[src/rtl/syncmon_pkg.sv]
package syncmon_pkg;

  // control -> datapath strobes
  typedef struct packed {
    logic freeze;       // stop watching VSYNC/FSYNC
  } syncmon_ctrl_t;

  // datapath -> control measurement strobes
  typedef struct packed {
    logic hEdge;
    logic hInWin;
    logic hOver;
    logic stGood;
    logic stBad;
    logic stLost;
    logic vEdge;
    logic vInWin;
    logic vOver;
    logic fEdge;
    logic fInWin;
    logic fOver;
  } syncmon_meas_t;

  function automatic int maxOf(input int a, input int b);
    return (a > b) ? a : b;
  endfunction

endpackage

[src/rtl/syncmon_edge.sv]
module syncmon_edge #(
  parameter int STAGES = 2
) (
  input  logic clk,
  input  logic rstN,
  input  logic rawIn,
  output logic rise
);
  logic [STAGES-1:0] syncSh;
  logic              prevLvl;

  always_ff @(posedge clk or negedge rstN) begin
    if (!rstN) begin
      syncSh  <= '0;
      prevLvl <= 1'b0;
    end else begin
      syncSh  <= {syncSh[STAGES-2:0], rawIn};
      prevLvl <= syncSh[STAGES-1];
    end
  end

  assign rise = syncSh[STAGES-1] & ~prevLvl;

  // one edge gives one single-cycle event
  assert_single_rise_R12: assert property (@(posedge clk) disable iff (!rstN)
    rise |=> !rise);

endmodule

[src/rtl/syncmon_meter.sv]
module syncmon_meter #(
  parameter int LIMIT = 100,
  parameter int CW    = 8
) (
  input  logic          clk,
  input  logic          rstN,
  input  logic          en,
  input  logic          edgeIn,
  output logic [CW-1:0] cnt,
  output logic          haveLast
);
  localparam logic [CW-1:0] LIM_V = CW'(LIMIT);

  always_ff @(posedge clk or negedge rstN) begin
    if (!rstN) begin
      cnt      <= '0;
      haveLast <= 1'b0;
    end else if (!en) begin
      cnt      <= '0;
      haveLast <= 1'b0;
    end else if (edgeIn) begin
      cnt      <= CW'(1);
      haveLast <= 1'b1;
    end else if (cnt < LIM_V) begin
      cnt <= cnt + 1'b1;
    end else begin
      haveLast <= 1'b0;   // saturated: next edge starts afresh
    end
  end

  assert_cnt_bounded_R5: assert property (@(posedge clk) disable iff (!rstN)
    cnt <= LIM_V);

endmodule

[src/rtl/syncmon_datapath.sv]
module syncmon_datapath
  import syncmon_pkg::*;
#(
  parameter int H_MIN    = 243,
  parameter int H_MAX    = 1890,
  parameter int V_MIN    = 216000,
  parameter int V_MAX    = 1350000,
  parameter int STAB_MAX = 64800,
  parameter int STAB_TOL = 2
) (
  input  logic          clk,
  input  logic          rstN,
  input  logic          hsyncIn,
  input  logic          vsyncIn,
  input  logic          fsyncIn,
  input  syncmon_ctrl_t ctrl,
  output syncmon_meas_t meas
);
  localparam int NCH     = 3;
  localparam int H_LIMIT = maxOf(H_MAX, STAB_MAX) + 1;
  localparam int V_LIMIT = V_MAX + 1;
  localparam int CW      = $clog2(maxOf(H_LIMIT, V_LIMIT) + 1);
  localparam logic [CW-1:0] STAB_V = CW'(STAB_MAX);
  localparam logic [CW-1:0] TOL_V  = CW'(STAB_TOL);

  logic [NCH-1:0] rawSync, rise, chEn, haveLast, inWin, over;
  logic [CW-1:0]  cnt [NCH];

  assign rawSync = {fsyncIn, vsyncIn, hsyncIn};

  for (genvar i = 0; i < NCH; i++) begin : g_ch
    localparam int LIM = (i == 0) ? H_LIMIT : V_LIMIT;
    localparam int LO  = (i == 0) ? H_MIN   : V_MIN;
    localparam int HI  = (i == 0) ? H_MAX   : V_MAX;

    syncmon_edge #(.STAGES(2)) uEdge (
      .clk(clk), .rstN(rstN), .rawIn(rawSync[i]), .rise(rise[i]));

    assign chEn[i] = (i == 0) ? 1'b1 : !ctrl.freeze;

    syncmon_meter #(.LIMIT(LIM), .CW(CW)) uMeter (
      .clk(clk), .rstN(rstN), .en(chEn[i]), .edgeIn(rise[i]),
      .cnt(cnt[i]), .haveLast(haveLast[i]));

    assign inWin[i] = rise[i] && chEn[i] && haveLast[i] &&
                      (cnt[i] >= CW'(LO)) && (cnt[i] <= CW'(HI));
    assign over[i]  = cnt[i] > CW'(HI);
  end

  // HSYNC period history for the manual-mode stability test
  logic [CW-1:0] lastH;
  logic          havePrevH;

  always_ff @(posedge clk or negedge rstN) begin
    if (!rstN) begin
      lastH     <= '0;
      havePrevH <= 1'b0;
    end else if (!haveLast[0]) begin
      havePrevH <= 1'b0;
    end else if (rise[0]) begin
      lastH     <= cnt[0];
      havePrevH <= 1'b1;
    end
  end

  logic [CW-1:0] diffH;
  logic          closeH, shortH, judgeH;

  assign diffH  = (cnt[0] >= lastH) ? (cnt[0] - lastH) : (lastH - cnt[0]);
  assign closeH = diffH <= TOL_V;
  assign shortH = (cnt[0] < STAB_V) && (lastH < STAB_V);
  assign judgeH = rise[0] && haveLast[0] && havePrevH;

  always_comb begin
    meas.hEdge  = rise[0];
    meas.hInWin = inWin[0];
    meas.hOver  = over[0];
    meas.stGood = judgeH && closeH && shortH;
    meas.stBad  = judgeH && !(closeH && shortH);
    meas.stLost = cnt[0] >= STAB_V;
    meas.vEdge  = rise[1] && chEn[1];
    meas.vInWin = inWin[1];
    meas.vOver  = over[1];
    meas.fEdge  = rise[2] && chEn[2];
    meas.fInWin = inWin[2];
    meas.fOver  = over[2];
  end

endmodule

[src/rtl/syncmon_control.sv]
module syncmon_control
  import syncmon_pkg::*;
#(
  parameter int STD_W       = 6,
  parameter int MANUAL_CODE = 62
) (
  input  logic             clk,
  input  logic             rstN,
  input  syncmon_meas_t    meas,
  input  logic [STD_W-1:0] stdSelect,
  input  logic             matchValid,
  input  logic [STD_W-1:0] matchStd,
  output syncmon_ctrl_t    ctrl,
  output logic             refLost,
  output logic             lockOk,
  output logic [STD_W-1:0] inputStd,
  output logic             recognized,
  output logic             frameSeen
);
  localparam logic [STD_W-1:0] MANUAL_V = STD_W'(MANUAL_CODE);

  logic hOk, vOk, hStable, manualQ;
  logic manual, refValid, nextLost, nextLock;

  assign manual    = stdSelect == MANUAL_V;
  assign refValid  = hOk && vOk;
  assign nextLost  = manual ? !hStable : !refValid;
  assign nextLock  = manual ? hStable  : (refValid && matchValid);
  assign ctrl.freeze = recognized;

  always_ff @(posedge clk or negedge rstN) begin
    if (!rstN) begin
      hOk        <= 1'b0;
      vOk        <= 1'b0;
      hStable    <= 1'b0;
      frameSeen  <= 1'b0;
      recognized <= 1'b0;
      inputStd   <= '0;
      refLost    <= 1'b1;
      lockOk     <= 1'b0;
      manualQ    <= 1'b0;
    end else begin
      if (meas.hOver)      hOk <= 1'b0;
      else if (meas.hEdge) hOk <= meas.hInWin;

      if (!ctrl.freeze) begin
        if (meas.vOver)      vOk <= 1'b0;
        else if (meas.vEdge) vOk <= meas.vInWin;
        if (meas.fOver)      frameSeen <= 1'b0;
        else if (meas.fEdge) frameSeen <= meas.fInWin;
      end

      if (meas.stLost)      hStable <= 1'b0;
      else if (meas.stGood) hStable <= 1'b1;
      else if (meas.stBad)  hStable <= 1'b0;

      recognized <= refValid && matchValid;
      inputStd   <= (refValid && matchValid) ? matchStd : '0;
      refLost    <= nextLost;
      lockOk     <= nextLock;
      manualQ    <= manual;
    end
  end

  assert_std_needs_match_R8: assert property (@(posedge clk) disable iff (!rstN)
    (inputStd != '0) |-> recognized);

  assert_frozen_vsync_kept_R7: assert property (@(posedge clk) disable iff (!rstN)
    (recognized && vOk) |=> vOk);

  assert_manual_unstable_lost_R6: assert property (@(posedge clk) disable iff (!rstN)
    (manual && !hStable) |=> refLost);

  assert_lock_blocked_R10: assert property (@(posedge clk) disable iff (!rstN)
    (!manualQ && refLost) |-> !lockOk);

endmodule

[src/rtl/sync_ref_monitor.sv]
module sync_ref_monitor
  import syncmon_pkg::*;
#(
  parameter int H_MIN       = 243,
  parameter int H_MAX       = 1890,
  parameter int V_MIN       = 216000,
  parameter int V_MAX       = 1350000,
  parameter int STAB_MAX    = 64800,
  parameter int STAB_TOL    = 2,
  parameter int STD_W       = 6,
  parameter int MANUAL_CODE = 62,
  parameter int STATUS_W    = 8
) (
  input  logic                clk,
  input  logic                rstN,
  input  logic                hsyncIn,
  input  logic                vsyncIn,
  input  logic                fsyncIn,
  input  logic [STD_W-1:0]    stdSelect,
  input  logic                matchValid,
  input  logic [STD_W-1:0]    matchStd,
  output logic                refLost,
  output logic                lockOk,
  output logic [STD_W-1:0]    inputStd,
  output logic [STATUS_W-1:0] statusWord
);
  syncmon_ctrl_t ctrl;
  syncmon_meas_t meas;
  logic          recognized, frameSeen;

  syncmon_datapath #(
    .H_MIN(H_MIN), .H_MAX(H_MAX), .V_MIN(V_MIN), .V_MAX(V_MAX),
    .STAB_MAX(STAB_MAX), .STAB_TOL(STAB_TOL)
  ) uDp (
    .clk(clk), .rstN(rstN), .hsyncIn(hsyncIn), .vsyncIn(vsyncIn),
    .fsyncIn(fsyncIn), .ctrl(ctrl), .meas(meas));

  syncmon_control #(.STD_W(STD_W), .MANUAL_CODE(MANUAL_CODE)) uCtl (
    .clk(clk), .rstN(rstN), .meas(meas), .stdSelect(stdSelect),
    .matchValid(matchValid), .matchStd(matchStd), .ctrl(ctrl),
    .refLost(refLost), .lockOk(lockOk), .inputStd(inputStd),
    .recognized(recognized), .frameSeen(frameSeen));

  always_comb begin
    statusWord    = '0;
    statusWord[0] = refLost;
    statusWord[1] = recognized;
    statusWord[2] = frameSeen;
  end

endmodule

[config.mk]
export PLATFORM = sky130hd
export DESIGN_NAME = sync_ref_monitor
export DESIGN_NICKNAME = d
export VERILOG_FILES = /design/src/rtl/syncmon_pkg.sv /design/src/rtl/syncmon_edge.sv /design/src/rtl/syncmon_meter.sv /design/src/rtl/syncmon_datapath.sv /design/src/rtl/syncmon_control.sv /design/src/rtl/sync_ref_monitor.sv
export SDC_FILE = /design/constraint.sdc
export NUM_CORES = 1
export LEC_CHECK = 0
export CORE_MARGIN = 1
export CORE_UTILIZATION = 50
export CTS_CLUSTER_SIZE = 28
export DETAILED_ROUTE_END_ITERATION = 8
export PLACE_DENSITY = 0.68
export SLEW_MARGIN = 40
export SYNTH_ARGS = -nofsm -noshare
export SYNTH_HDL_FRONTEND = slang
export SYNTH_SLANG_ARGS = --single-unit
[constraint.sdc]
create_clock -name clk -period 3.2 [get_ports clk]
set_clock_uncertainty 0.05 [all_clocks]
set_input_delay 0.64 -clock clk [delete_from_list [all_inputs] [get_ports clk]]
set_output_delay 0.64 -clock clk [all_outputs]
set_load 0.05 [all_outputs]
# Word-level counts from Yosys, hierarchy flattened
# Cells that the tools add are included.
word_totals:
  reg_bits: 110
  latchBits: 0
  mem_bits_rw: 0
  mem_bits_ro: 0
  inputBits: 18
  out_inout_bits: 16
  word_cells: 120
  mem_count: 0
op_classes:
  addsub: 5
  mul: 0
  div: 0
  n_lt_le_gt_ge: 17
  eq_ne: 5
  shifts: 0
  n_mux: 31
  n_bitwise: 7
  reduce_logical: 33
op_table:
  columns: ["cell", "count"]
  rows:
  - ["two-way mux 21 bit", 9]
  - ["adder 21 x 1 -> 21 bit (second input constant)", 3]
  - ["< comparator 21 x 16 -> 1 bit (second input constant)", 3]
  - [">= comparator 21 x 18 -> 1 bit (second input constant)", 2]
  - ["greater-than comparator 21 bit (second input constant)", 2]
  - ["<= comparator 21 bit (second input constant)", 2]
  - ["< comparator 21 bit (second input constant)", 2]
  - ["subtractor 21 bit", 2]
  - [">= comparator 21 x 16 -> 1 bit (second input constant)", 1]
  - [">= comparator 21 bit", 1]
  - [">= comparator 21 x 8 -> 1 bit (second input constant)", 1]
  - ["greater-than comparator 21 x 11 -> 1 bit (second input constant)", 1]
  - ["<= comparator 21 x 11 -> 1 bit (second input constant)", 1]
  - ["<= comparator 21 x 2 -> 1 bit (second input constant)", 1]
  - ["two-way mux 1 bit", 21]
  - ["logical AND 1 bit", 19]
  - ["nonzero test 3 bit", 3]
  - ["nonzero test 2 bit", 4]
  - ["equality test 6 bit (second input constant)", 1]
  - ["two-way mux 6 bit", 1]
  - ["!= test 3 x 1 -> 1 bit (second input constant)", 2]
  - ["AND reduction 2 bit", 3]
  - ["zero test 1 bit", 4]
  - ["!= test 2 x 1 -> 1 bit (second input constant)", 2]
  - ["other kinds (2)", 7]

# Depth between registers and ports, before layout
# Gate-level depths: netlist (run 1).
logic_depth:
  word_depth: 9
  depth_mapped: 13
  ltp_nobuf: 13

# By module
# From an unflattened synthesis (run 1), not the netlist that was laid out.
hier_totals:
  cells_unflattened: 962
  hier_area_um2: 8154.1
by_module_without_submodules:
  columns: ["module", "n_inst", "cells_per_inst", "area_each_um2", "seq_area_each_um2"]
  rows:
  - ["syncmon_datapath", 1, 516, 3743.6, 550.5]
  - ["syncmon_meter (uDp.g_ch[1].uMeter ...)", 2, 138, 1243.7, 550.5]
  - ["syncmon_meter (uDp.g_ch[0].uMeter)", 1, 107, 1088.5, 550.5]
  - ["syncmon_control", 1, 42, 504.2, 326.6]
  - ["syncmon_edge", 3, 4, 88.8, 75.1]
  - ["sync_ref_monitor", 1, 9, 63.8, 0.0]

# Worst setup path before layout (run 1)
# OpenSTA, ideal clock, no wires.
synth_timing:
  path_kind: "reg2reg"
  startpoint: "register uDp.g_ch[0].uMeter.cnt[0]"
  endpoint: "register uCtl.hStable"
  setup_time_ns: 0.092
  arrival_ns: 2.812
  required_ns: 3.058
  slack_ns: 0.246
  path_stages_with_launch: 14
  path_buffers: 0
  period_less_slack_ns: 2.954
  path_cell_list: "dfrtp_1 -> inv_1 -> ha_1 -> inv_1 -> fa_1 -> a211oi_2 -> o21bai_1 -> o31a_1 -> a21oi_1 -> mux2i_1 -> a22oi_1 -> mux2i_1 -> o311ai_1 -> o31ai_2"
synth_via:
  elab_chain_cells: 7
  word_cells_on_any_way: 16
  cone_classes: "2 x add/sub; 4 x order compare; 3 x mux; 7 x reduce/logical"
synth_rtl:
  columns: ["item", "line_no", "rtl"]
  rows:
  - ["start: declaration", "syncmon_meter.sv:9", "output logic [CW-1:0] cnt,"]
  - ["start signal: assignment", "syncmon_meter.sv:25", "cnt <= cnt + 1'b1;"]
  - ["subtractor 21 bit / >= comparator 21 bit (equally long branches)", "syncmon_datapath.sv:69", "assign diffH = (cnt[0] >= lastH) ? (cnt[0] - lastH) : (lastH - cnt[0]);"]
  - ["two-way mux 21 bit", "syncmon_datapath.sv:69", null]
  - ["<= comparator 21 x 2 -> 1 bit", "syncmon_datapath.sv:70", "assign closeH = diffH <= TOL_V;"]
  - ["logical AND 1 bit (on tied branches)", "syncmon_datapath.sv:78, syncmon_datapath.sv:79", null]
  - ["logical AND 1 bit / zero test 1 bit (equally long branches)", "syncmon_datapath.sv:78, syncmon_datapath.sv:79", null]
  - ["two-way mux 1 bit / logical AND 1 bit (equally long branches)", "syncmon_control.sv:54, syncmon_datapath.sv:79", null]
  - ["two-way mux 1 bit / nonzero test 3 bit (equally long branches)", null, null]
  - ["end signal: assignment", "syncmon_control.sv:53", "if (meas.stLost) hStable <= 1'b0;"]
  - ["end signal: assignment", "syncmon_control.sv:54", "else if (meas.stGood) hStable <= 1'b1;"]
  - ["end signal: assignment", "syncmon_control.sv:55", "else if (meas.stBad) hStable <= 1'b0;"]
  - ["end: declaration", "syncmon_control.sv:22", "logic hOk, vOk, hStable, manualQ;"]
# Several ways; a longest one is shown, not always the timed one.
# A chain may end at the register's enable or synchronous reset.

# Worst setup path in the final report (run 1)
# Ends and elaborated chain as after synthesis.

==> results of run 1 <==
-- final cells by class --
class | count | area share
inverters | 62 | 0.0255
clock buffers | 10 | 0.0261
multi-input cells | 709 | 0.520
well taps | 211 | 0.0289
repair buffers | 103 | 0.0937
flip-flops and latches | 110 | 0.301
clock inverters | 5 | 0.00465
-- cells in the mapped netlist, drive strengths merged, types with 3 or more instances --
master,number,area share
a2111oi,3,0.0042
a211o,6,0.0078
a211oi,15,0.019
a21boi,5,0.0048
a21o,13,0.012
a21oi,64,0.042
a31oi,8,0.0064
a41o,4,0.0051
and2,12,0.0096
and3,9,0.0072
and4,4,0.0045
buf,21,0.019
clkbuf,22,0.011
dfrtp,109,0.35
ha,47,0.075
inv,62,0.030
mux2i,8,0.010
nand2,73,0.036
nand2b,7,0.0056
nand3,31,0.020
nand3b,3,0.0029
nand4,31,0.026
nand4b,3,0.0034
nor2,112,0.054
nor2b,7,0.0065
nor3,23,0.019
nor3b,5,0.0048
nor4,8,0.0083
o2111ai,5,0.0056
o211ai,5,0.0048
o21a,11,0.011
o21ai,69,0.046
o21bai,5,0.0048
o31a,3,0.0034
o31ai,3,0.0035
o41ai,3,0.0034
or2,4,0.0032
or3,8,0.0077
or4,4,0.0038
xnor2,35,0.039
xor2,24,0.027
-- worst max-delay path, delay by kind of cell, from the launching register on --
kind                     cells  cell delay [ns]
adder cells (fa/ha/maj)      2             0.55
multiplexers                 1             0.18
flip-flops                   1             0.41
AND/OR/NAND/NOR              1             0.11
buffers and inverters        3             0.30
XOR/XNOR                     1             0.16
AO/OA/AOI/OAI                6             1.26
-- repair_timing --
item | 4_1_cts | 5_1_grt
endpoints found under the hold margin | 0 | 0
pin swaps | 0 | 9
endpoints found under the setup margin | 1 | 1
resized for setup | 2 | 25
gates cloned | 0 | 0
buffers inserted | 0 | 7
-- layer usage --
layer	part of all wire	vias to the layer above	track usage
met5	0	-	0
met4	0.030	0	0.0924
met3	0.063	49	0.0515
met2	0.46	236	0.402
met1	0.45	3230	0.343
li1	-	3390	-
-- through the flow --
| step | setup WS [ns] | cell area, sq um | instances | hold WS [ns] | power (W) |
|---|---|---|---|---|---|
| global route | 0.0125 | 9140 | 1210 | 0.215 | 0.00656 |
| finish | 0.0874 | 9140 | 1210 | 0.190 | 0.00620 |
| detailed placement | -0.0199 | 8680 | 1188 | 0.286 | 0.00473 |
| global placement | 0.109 | 8680 | 1188 | 0.282 | 0.00472 |
| floorplan | 0.246 | 7850 | 924 | 0.281 | 0.00375 |
| CTS | 0.000679 | 8970 | 1203 | 0.195 | 0.00586 |
-- state kept, by name, summed over array words and instances, names as in the netlist --
signal	flops
uCtl.lockOk	1
uCtl.frameSeen	1
uDp.g_ch.uMeter.cnt	63
uCtl.hStable	1
uDp.lastH	21
uDp.g_ch.uEdge.syncSh	6
uCtl.hOk	1
uCtl.refLost	1
uCtl.vOk	1
uDp.havePrevH	1
uDp.g_ch.uEdge.prevLvl	3
uCtl.inputStd	6
uDp.g_ch.uMeter.haveLast	3
uCtl.ctrl	1
-- layout by cell type, fill, tap and decap left out, types with 16 or more instances in the layout --
cell type / netlist / final
nor3_1: 17 / 16
o21ai_0: 61 / 60
nand3_1: 31 / 31
inv_1: 62 / 61
ha_1: 47 / 44
xor2_1: 24 / 24
nand4_1: 30 / 30
nor2_1: 110 / 109
nand2_1: 72 / 72
clkdlybuf4s50_1: 0 / 27
buf_4: 11 / 74
dfrtp_1: 109 / 109
xnor2_1: 35 / 35
a21oi_1: 61 / 58
-- final timing paths --
kind | from | to | slack, ns
max in group asynchronous | rstN | uCtl.refLost$_DFF_PN1_ | 2.18
hold / removal | rstN | uDp.lastH[17]$_DFFE_PN0P_ | 0.19
hold reg to reg | uDp.g_ch[1].uEdge.syncSh[0]$_DFF_PN0_ | uDp.g_ch[1].uEdge.syncSh[1]$_DFF_PN0_ | 0.30
min in group clk | uDp.g_ch[1].uEdge.syncSh[0]$_DFF_PN0_ | uDp.g_ch[1].uEdge.syncSh[1]$_DFF_PN0_ | 0.30
setup reg to reg | uDp.g_ch[0].uMeter.cnt[0]$_DFFE_PN0P_ | uCtl.hStable$_DFFE_PN0P_ | 0.09
setup / recovery | uDp.g_ch[0].uMeter.cnt[0]$_DFFE_PN0P_ | uCtl.hStable$_DFFE_PN0P_ | 0.09
-- cell families (layout without fill, tap and decap cells) --
| group | count (synthesis) | count (layout) |
|---|---|---|
| xor gates and xnor gates | 59 | 59 |
| adders and majority gates | 49 | 49 |
| AOI/OAI and AO/OA | 239 | 239 |
| muxes | 10 | 10 |
| other | 1 | 5 |
| and+or+nand+nor | 347 | 347 |
| buffers and inverters | 105 | 180 |
| DFF | 110 | 110 |
-- report_power, final --
part	switching, W	internal [W]
sequential	0.0000805	0.00147
combinational	0.00188	0.00169
clock	0.000521	0.000557
==> impl_metrics.ini, run 1 <==
[run_status]
status = finished, final reports clean

[power_and_ir_drop]
p_leak_nw = 4.19
peakVddDrop_mv = 0.410
p_per_area_nw_per_um2 = 678

[clocking]
hold_buffers = 0
numCtsBuffers = 9
cts_root_buffer = clkbuf_16
clkLatencyLatePin_ns = 0.35
cts_tree = done
path_clk_slew_ns = 0.07
cts.htree.levels = 3
cts.sinks = 110
clockBufferDepth = 2

[setup_path]
slowest_delay_ns = 0.42
cp.arrival_ns = 3.33
r2r_cells = 14
cp_cell_sequence = inv_2, ha_4, inv_1, fa_2, a211oi_4, o21bai_4, o31a_1, buf_6, a211oi_2, o21ai_1, mux2i_1, xor2_1, nand2_1, o31ai_2
critical_path_required_ns = 3.42
cp_slowest_cell = fa_2
critPathMaxFanout = 4
end_kind = register
cp-start-kind = register
critPathKind = register to register

[timing]
drv_slew = 0
finalSetupTns_ns = 0
fin_crit_ns = 3.11
fin_crit_sh = 0.973
worst_pin_slew_ns = 0.795
report.final.setup_viol = 0
hold_viol = 0
relSlewSlack = 0.470
rsz0062_at_grt = false
clock.fmax_mhz = 321

[logic_synthesis]
synth-simple-area-share = 0.226
synth_fa_ha_area_frac = 0.0802
synth_mux_area_frac = 0.0131
synth_cell_types = 83
synth_top_family_by_area = simple AND/OR/NAND/NOR gates
async_flop_share = 1.00
yosys.area_share.xor_xnor = 0.0660
ys_warn_count = 0
netlist_instances = 920
ys_ff_latch = 110
seq_area_frac_synth = 0.352
synth-edff-count = 0
syn-cell-area_sq_um = 7830
syn_avg_cell_area_sq_um = 8.51
synth_compound_area_frac = 0.204
dominantRegCellSynth = dfrtp_1

[detailed_routing]
routed_wl_mm = 20.2
postRouteAntennaNets = 0
drt_iter0_markers = 682
routedWlPerCell_um = 16.7
viasPerCell = 5.71
first_pass_iters = 5
drc = 0
dr_total_vias = 6905

[floorplan]
rows = 45
die-width_um = 127
core_sq_um = 15300
dieArea_sq_um = 16200
start_util = 0.513
boundaryPins = 34
die_y_um = 127

[finish]
final_util = 0.599
antenna_cells = 0
fillers = 1363
seq_area_sq_um = 2750
multi_input_area_sq_um = 4750
syn2layout_area_growth_pct = 16.7
layout-drive-gt1-share = 0.145
nets = 1062

[place]
hpwlAfterDp_mm = 15.3
place.gp.congestion = 0.995
portBuffers = 28

[global_route]
antenna_found_initial = 0
grt_pass1_vias = 6254
grt_use_total = 0.253
grt_pass1_wl_mm = 31.9
grt_max_degree = 42
grt-ovfl-total = 0

[job]
cap_violations = 0

[hold_path]
min_path_type = input port to asynchronous set/reset pin
No activity file was read; power rests on OpenSTA's default activity.
==> run 2: changes to the inputs <==
--- a/config.mk
+++ b/config.mk
@@ -7,6 +7,7 @@
 export LEC_CHECK = 0
 export CORE_MARGIN = 1
 export CORE_UTILIZATION = 50
+export CTS_BUF_LIST = sky130_fd_sc_hd__clkbuf_4
 export CTS_CLUSTER_SIZE = 28
 export DETAILED_ROUTE_END_ITERATION = 8
 export PLACE_DENSITY = 0.68
==> impl_metrics.ini, run 2 (same netlist as run 1, synthesis figures left out) <==
[run_status]
status = finished, final reports clean

[finish]
postLayoutCellArea_sq_um = 8970
top_register = uDp.g_ch.uMeter.cnt
multi_input_area_sq_um = 4740
nets = 1062
layout-drive-gt1-share = 0.145
fillers = 1386
final_common_cell = nor2_1
top_regs = uDp.g_ch.uMeter.cnt: 63 flops, uDp.lastH: 21 flops
seq_area_sq_um = 2760
largest_reg_flops = 63
final_cell_mix = nor2_1, dfrtp_1, buf_4
syn2layout_area_growth_pct = 14.5

[timing]
drv_slew = 0
relSlewSlack = 0.469
report.final.setup_viol = 0
hold_viol = 0
clock.fmax_mhz = 317
setup_slack_ns = 0.0442
worst_pin_slew_ns = 0.797
fin_crit_ns = 3.16
fin_crit_sh = 0.986

[setup_path]
end_kind = register
critPathMaxFanout = 7
cp.arrival_ns = 3.52
critPathKind = register to register
r2r_setup_slack_ns = 0.04
crit_start = uDp.g_ch[0].uMeter.cnt[9]$_DFFE_PN0P_
cp-start-kind = register
r2r_cells = 10
critical_path_required_ns = 3.57
timing.rr.start = uDp.g_ch[0].uMeter.cnt[9]$_DFFE_PN0P_

[global_route]
grt_pass1_vias = 6275
grt_pass1_wl_mm = 32.0
grt_max_degree = 42
grt-ovfl-total = 0
grt_use_total = 0.253
antenna_found_initial = 1

[floorplan]
dieArea_sq_um = 16200
rows = 45
start_util = 0.513
boundaryPins = 34
core_sq_um = 15300
die-width_um = 127
die_y_um = 127

[power_and_ir_drop]
p_leak_nw = 4.11
p_per_area_nw_per_um2 = 641
peakVddDrop_mv = 0.409

[detailed_routing]
viasPerCell = 5.73
first_pass_iters = 7
drt_iter0_markers = 775
postRouteAntennaNets = 0
routed_wl_mm = 20.2
routedWlPerCell_um = 16.7
dr_total_vias = 6933
drc = 0

[clocking]
clockBufferDepth = 2
path_clk_slew_ns = 0.17
cts_root_buffer = clkbuf_4
clkLatencyLatePin_ns = 0.49
cts.sinks = 110
cts.htree.levels = 3
numCtsBuffers = 9
cts_tree = done

[place]
hpwlAfterDp_mm = 15.3
post_dp_cell_area_sq_um = 8680
portBuffers = 28
place.gp.congestion = 0.995
place_ws_ns = -0.0199

[hold_path]
min_path_type = input port to asynchronous set/reset pin

[job]
cap_violations = 0
## run 2: path summary, 6_finish.rpt
kind,end
worst max-delay path,uCtl.hStable$_DFFE_PN0P_
worst min-delay path,uDp.g_ch[2].uMeter.cnt[18]$_DFFE_PN0P_
worst max register to register,uCtl.hStable$_DFFE_PN0P_
worst min register to register,uDp.g_ch[2].uEdge.syncSh[1]$_DFF_PN0_
max in group asynchronous,uCtl.refLost$_DFF_PN1_
min in group clk,uDp.g_ch[2].uEdge.syncSh[1]$_DFF_PN0_
## run 2: through the flow
step	util	std cells	TNS, ns	total power (W)	hold WS, ns
2_1_floorplan	-	924	0	0.00375	0.281
3_3_place_gp	0.569	1188	0	0.00472	0.282
3_5_place_dp	0.569	1188	-0.0199	0.00473	0.286
4_1_cts	0.578	1203	0	0.00544	0.00925
5_1_grt	0.588	1211	-0.0121	0.00611	0.0305
6_report	0.588	1211	0	0.00575	0.0348
## run 2: final cells by class
type / count / share of cell area
Antenna cell: 1 / 0.000279
Clock buffer: 9 / 0.00754
Clock inverter: 6 / 0.00516
Inverter: 62 / 0.0260
Multi-Input combinational cell: 709 / 0.529
Sequential cell: 110 / 0.307
Tap cell: 211 / 0.0294
Timing Repair Buffer: 103 / 0.0956
## run 2: critical path, cell delays in order (launching register included)
cell	delay, ns
dfrtp_1	0.51
ha_1	0.50
nand4_1	0.22
nor3_2	0.07
a21oi_1	0.26
o21a_2	0.25
nand2_4	0.11
o311a_1	0.41
a2111oi_2	0.31
nand4_1	0.15
o31ai_2	0.23
## run 2: routing by layer
metal / global-route usage / routed length, um
met1: 0.345 / 8980
met4: 0.0980 / 644
met2: 0.395 / 9220
met5: 0 / 0
met3: 0.0536 / 1370
## run 2: timing repair
item                                    4_1_cts  5_1_grt
gates cloned                                  0        0
hold buffers                                  0        0
endpoints found under the setup margin        1        1
setup buffers                                 0        7
pin swaps                                     0        9
resized for setup                             4       24
## run 2: power breakdown
group | switching [W] | internal, W
Clock | 0.000471 | 0.000165
Combinational | 0.00187 | 0.00169
Sequential | 0.0000819 | 0.00148
==> run 3: changes to the inputs <==
--- a/config.mk
+++ b/config.mk
@@ -10,7 +10,7 @@
 export CTS_BUF_LIST = sky130_fd_sc_hd__clkbuf_4
 export CTS_CLUSTER_SIZE = 28
 export DETAILED_ROUTE_END_ITERATION = 8
-export PLACE_DENSITY = 0.68
+export PLACE_DENSITY = 0.67
 export SLEW_MARGIN = 40
 export SYNTH_ARGS = -nofsm -noshare
 export SYNTH_HDL_FRONTEND = slang
==> impl_metrics.ini, run 3 (same netlist as run 1, synthesis figures left out) <==
[setup_path]
cp_slowest_cell = dfrtp_1
r2r_cells = 10
critical-path-top-delay-family = simple AND/OR/NAND/NOR gates
critPathMaxFanout = 6
timing.rr.start = uDp.g_ch[0].uMeter.cnt[9]$_DFFE_PN0P_
end_kind = register
critical_path_required_ns = 3.54
critPathKind = register to register
path_buf_inv = 2
slowest_delay_ns = 0.50
cp.arrival_ns = 3.44
r2r_setup_slack_ns = 0.09
rr_endpoint = uCtl.hStable$_DFFE_PN0P_
cp-start-kind = register
cp_cell_sequence = ha_1, nand4_1, or2_1, a211oi_2, nor2_2, buf_4, buf_12, nor4_1, o311ai_2, o31ai_2

[clocking]
cts_tree = done
clkLatencyLatePin_ns = 0.47
numCtsBuffers = 9
path_clk_slew_ns = 0.17
cts.htree.levels = 3
cts_root_buffer = clkbuf_4
cts.sinks = 110
clockBufferDepth = 2

[floorplan]
dieArea_sq_um = 16200
boundaryPins = 34
start_util = 0.513
die_y_um = 127
core_sq_um = 15300
die-width_um = 127
rows = 45

[detailed_routing]
first_pass_iters = 5
drc = 0
postRouteAntennaNets = 0
dr_total_vias = 6882
routed_wl_mm = 19.8
viasPerCell = 5.68
drt_iter0_markers = 535
routedWlPerCell_um = 16.3

[power_and_ir_drop]
power.share.combinational = 0.616
p_leak_nw = 4.13
switchingPower_w = 0.00247
finalPower_w = 0.00590
pwr-share-clk = 0.120
p_seq_frac = 0.264
p_int_w = 0.00343
peakVddDrop_mv = 0.420
switching_share = 0.418
p_per_area_nw_per_um2 = 652

[finish]
antenna_cells = 0
syn2layout_area_growth_pct = 15.6
final_cell_mix = nor2_1, dfrtp_1, buf_4
top_register = uDp.g_ch.uMeter.cnt
largest_reg_flops = 63
final_common_cell = nor2_1
nets = 1064
final_cells = 1212
fillers = 1386
layout-drive-gt1-share = 0.156
top_regs = uDp.g_ch.uMeter.cnt: 63 flops, uDp.lastH: 21 flops
final_util = 0.593

[job]
cap_violations = 0

[hold_path]
min_path_type = input port to asynchronous set/reset pin

[place]
place.gp.congestion = 0.997
dp.cells = 1190
hpwlAfterDp_mm = 15.2
portBuffers = 28

[global_route]
grt_pass1_wl_mm = 32.2
grt_max_degree = 47
grt_use_total = 0.250
antenna_found_initial = 0
grt-ovfl-total = 0
grt_pass1_vias = 6305

[timing]
fin_crit_ns = 3.11
hold_viol = 0
worst_pin_slew_ns = 0.819
relSlewSlack = 0.454
fin_hold_ws_ns = 0.109
report.final.setup_viol = 0
clock.fmax_mhz = 322
fin_crit_sh = 0.971
drv_slew = 0

[run_status]
status = finished, final reports clean
==> run 3: cell count changes in the layout (fill, tap and decap cells not counted), sizes merged <==
| cell | delta |
|---|---|
| buf | +2 |
| bufinv | +1 |
| clkinv | -2 |
| clkinvlp | +1 |
| diode | -1 |
==> run 3: repair_timing <==
item | in CTS | in global routing
pin swaps | 0 | 16
gates resized for setup | 1 | 40
buffers inserted | 0 | 7
endpoints found under the setup margin | 1 | 1
hold buffers | 0 | 0
hold endpoints to repair | 0 | 0
==> run 3: worst max-delay path by stage <==
stage	startpoint	endpoint	slack [ns]	cells after the start
detailed placement	uDp.lastH[13]$_DFFE_PN0P_	uCtl.hStable$_DFFE_PN0P_	0.02	10
CTS	uDp.g_ch[0].uMeter.cnt[0]$_DFFE_PN0P_	uCtl.hStable$_DFFE_PN0P_	0.003	14
floorplan	uDp.g_ch[0].uMeter.cnt[0]$_DFFE_PN0P_	uCtl.hStable$_DFFE_PN0P_	0.25	13
global placement	uDp.lastH[13]$_DFFE_PN0P_	uCtl.hStable$_DFFE_PN0P_	-0.06	10
global route	uDp.lastH[0]$_DFFE_PN0P_	uCtl.hStable$_DFFE_PN0P_	-0.09	13
finish	uDp.g_ch[0].uMeter.cnt[9]$_DFFE_PN0P_	uCtl.hStable$_DFFE_PN0P_	0.09	10
==> run 3: stage by stage <==
step,worst slack (ns),cell area [sq um],setup TNS [ns]
after floorplan,0.246,7850,0
after CTS,0.00309,8850,0
after global routing,-0.0868,9050,-0.0868
final,0.0936,9050,0
after global placement,-0.0605,8710,-0.0605
after detailed placement,0.0235,8710,0
==> run 3: metal layers <==
metal | part of all wire | global-route usage | vias up | routed length, um
li1 | - | - | 3404 | -
met1 | 0.47 | 0.368 | 3239 | 9300
met2 | 0.46 | 0.386 | 199 | 9020
met3 | 0.050 | 0.0339 | 40 | 997
met4 | 0.023 | 0.0700 | 0 | 451
met5 | 0 | 0 | - | 0
==> run 3: power by group through the flow <==
stage | Clock, W | Sequential (W) | Combinational (W)
2_1_floorplan | 0 | 0.00158 | 0.00218
3_3_place_gp | 0 | 0.00158 | 0.00323
3_5_place_dp | 0 | 0.00159 | 0.00323
4_1_cts | 0.000724 | 0.00156 | 0.00325
5_1_grt | 0.000783 | 0.00157 | 0.00390
6_report | 0.000709 | 0.00156 | 0.00363
==> run 3: area by class of cell <==
cell class / count / area, sq um / share of cell area
Clock inverter: 6 / 70.1 / 0.00774
Clock buffer: 9 / 67.6 / 0.00746
Tap cell: 211 / 264 / 0.0292
Multi-Input combinational cell: 709 / 4780 / 0.528
Timing Repair Buffer: 105 / 885 / 0.0977
Inverter: 62 / 233 / 0.0257
Sequential cell: 110 / 2760 / 0.304
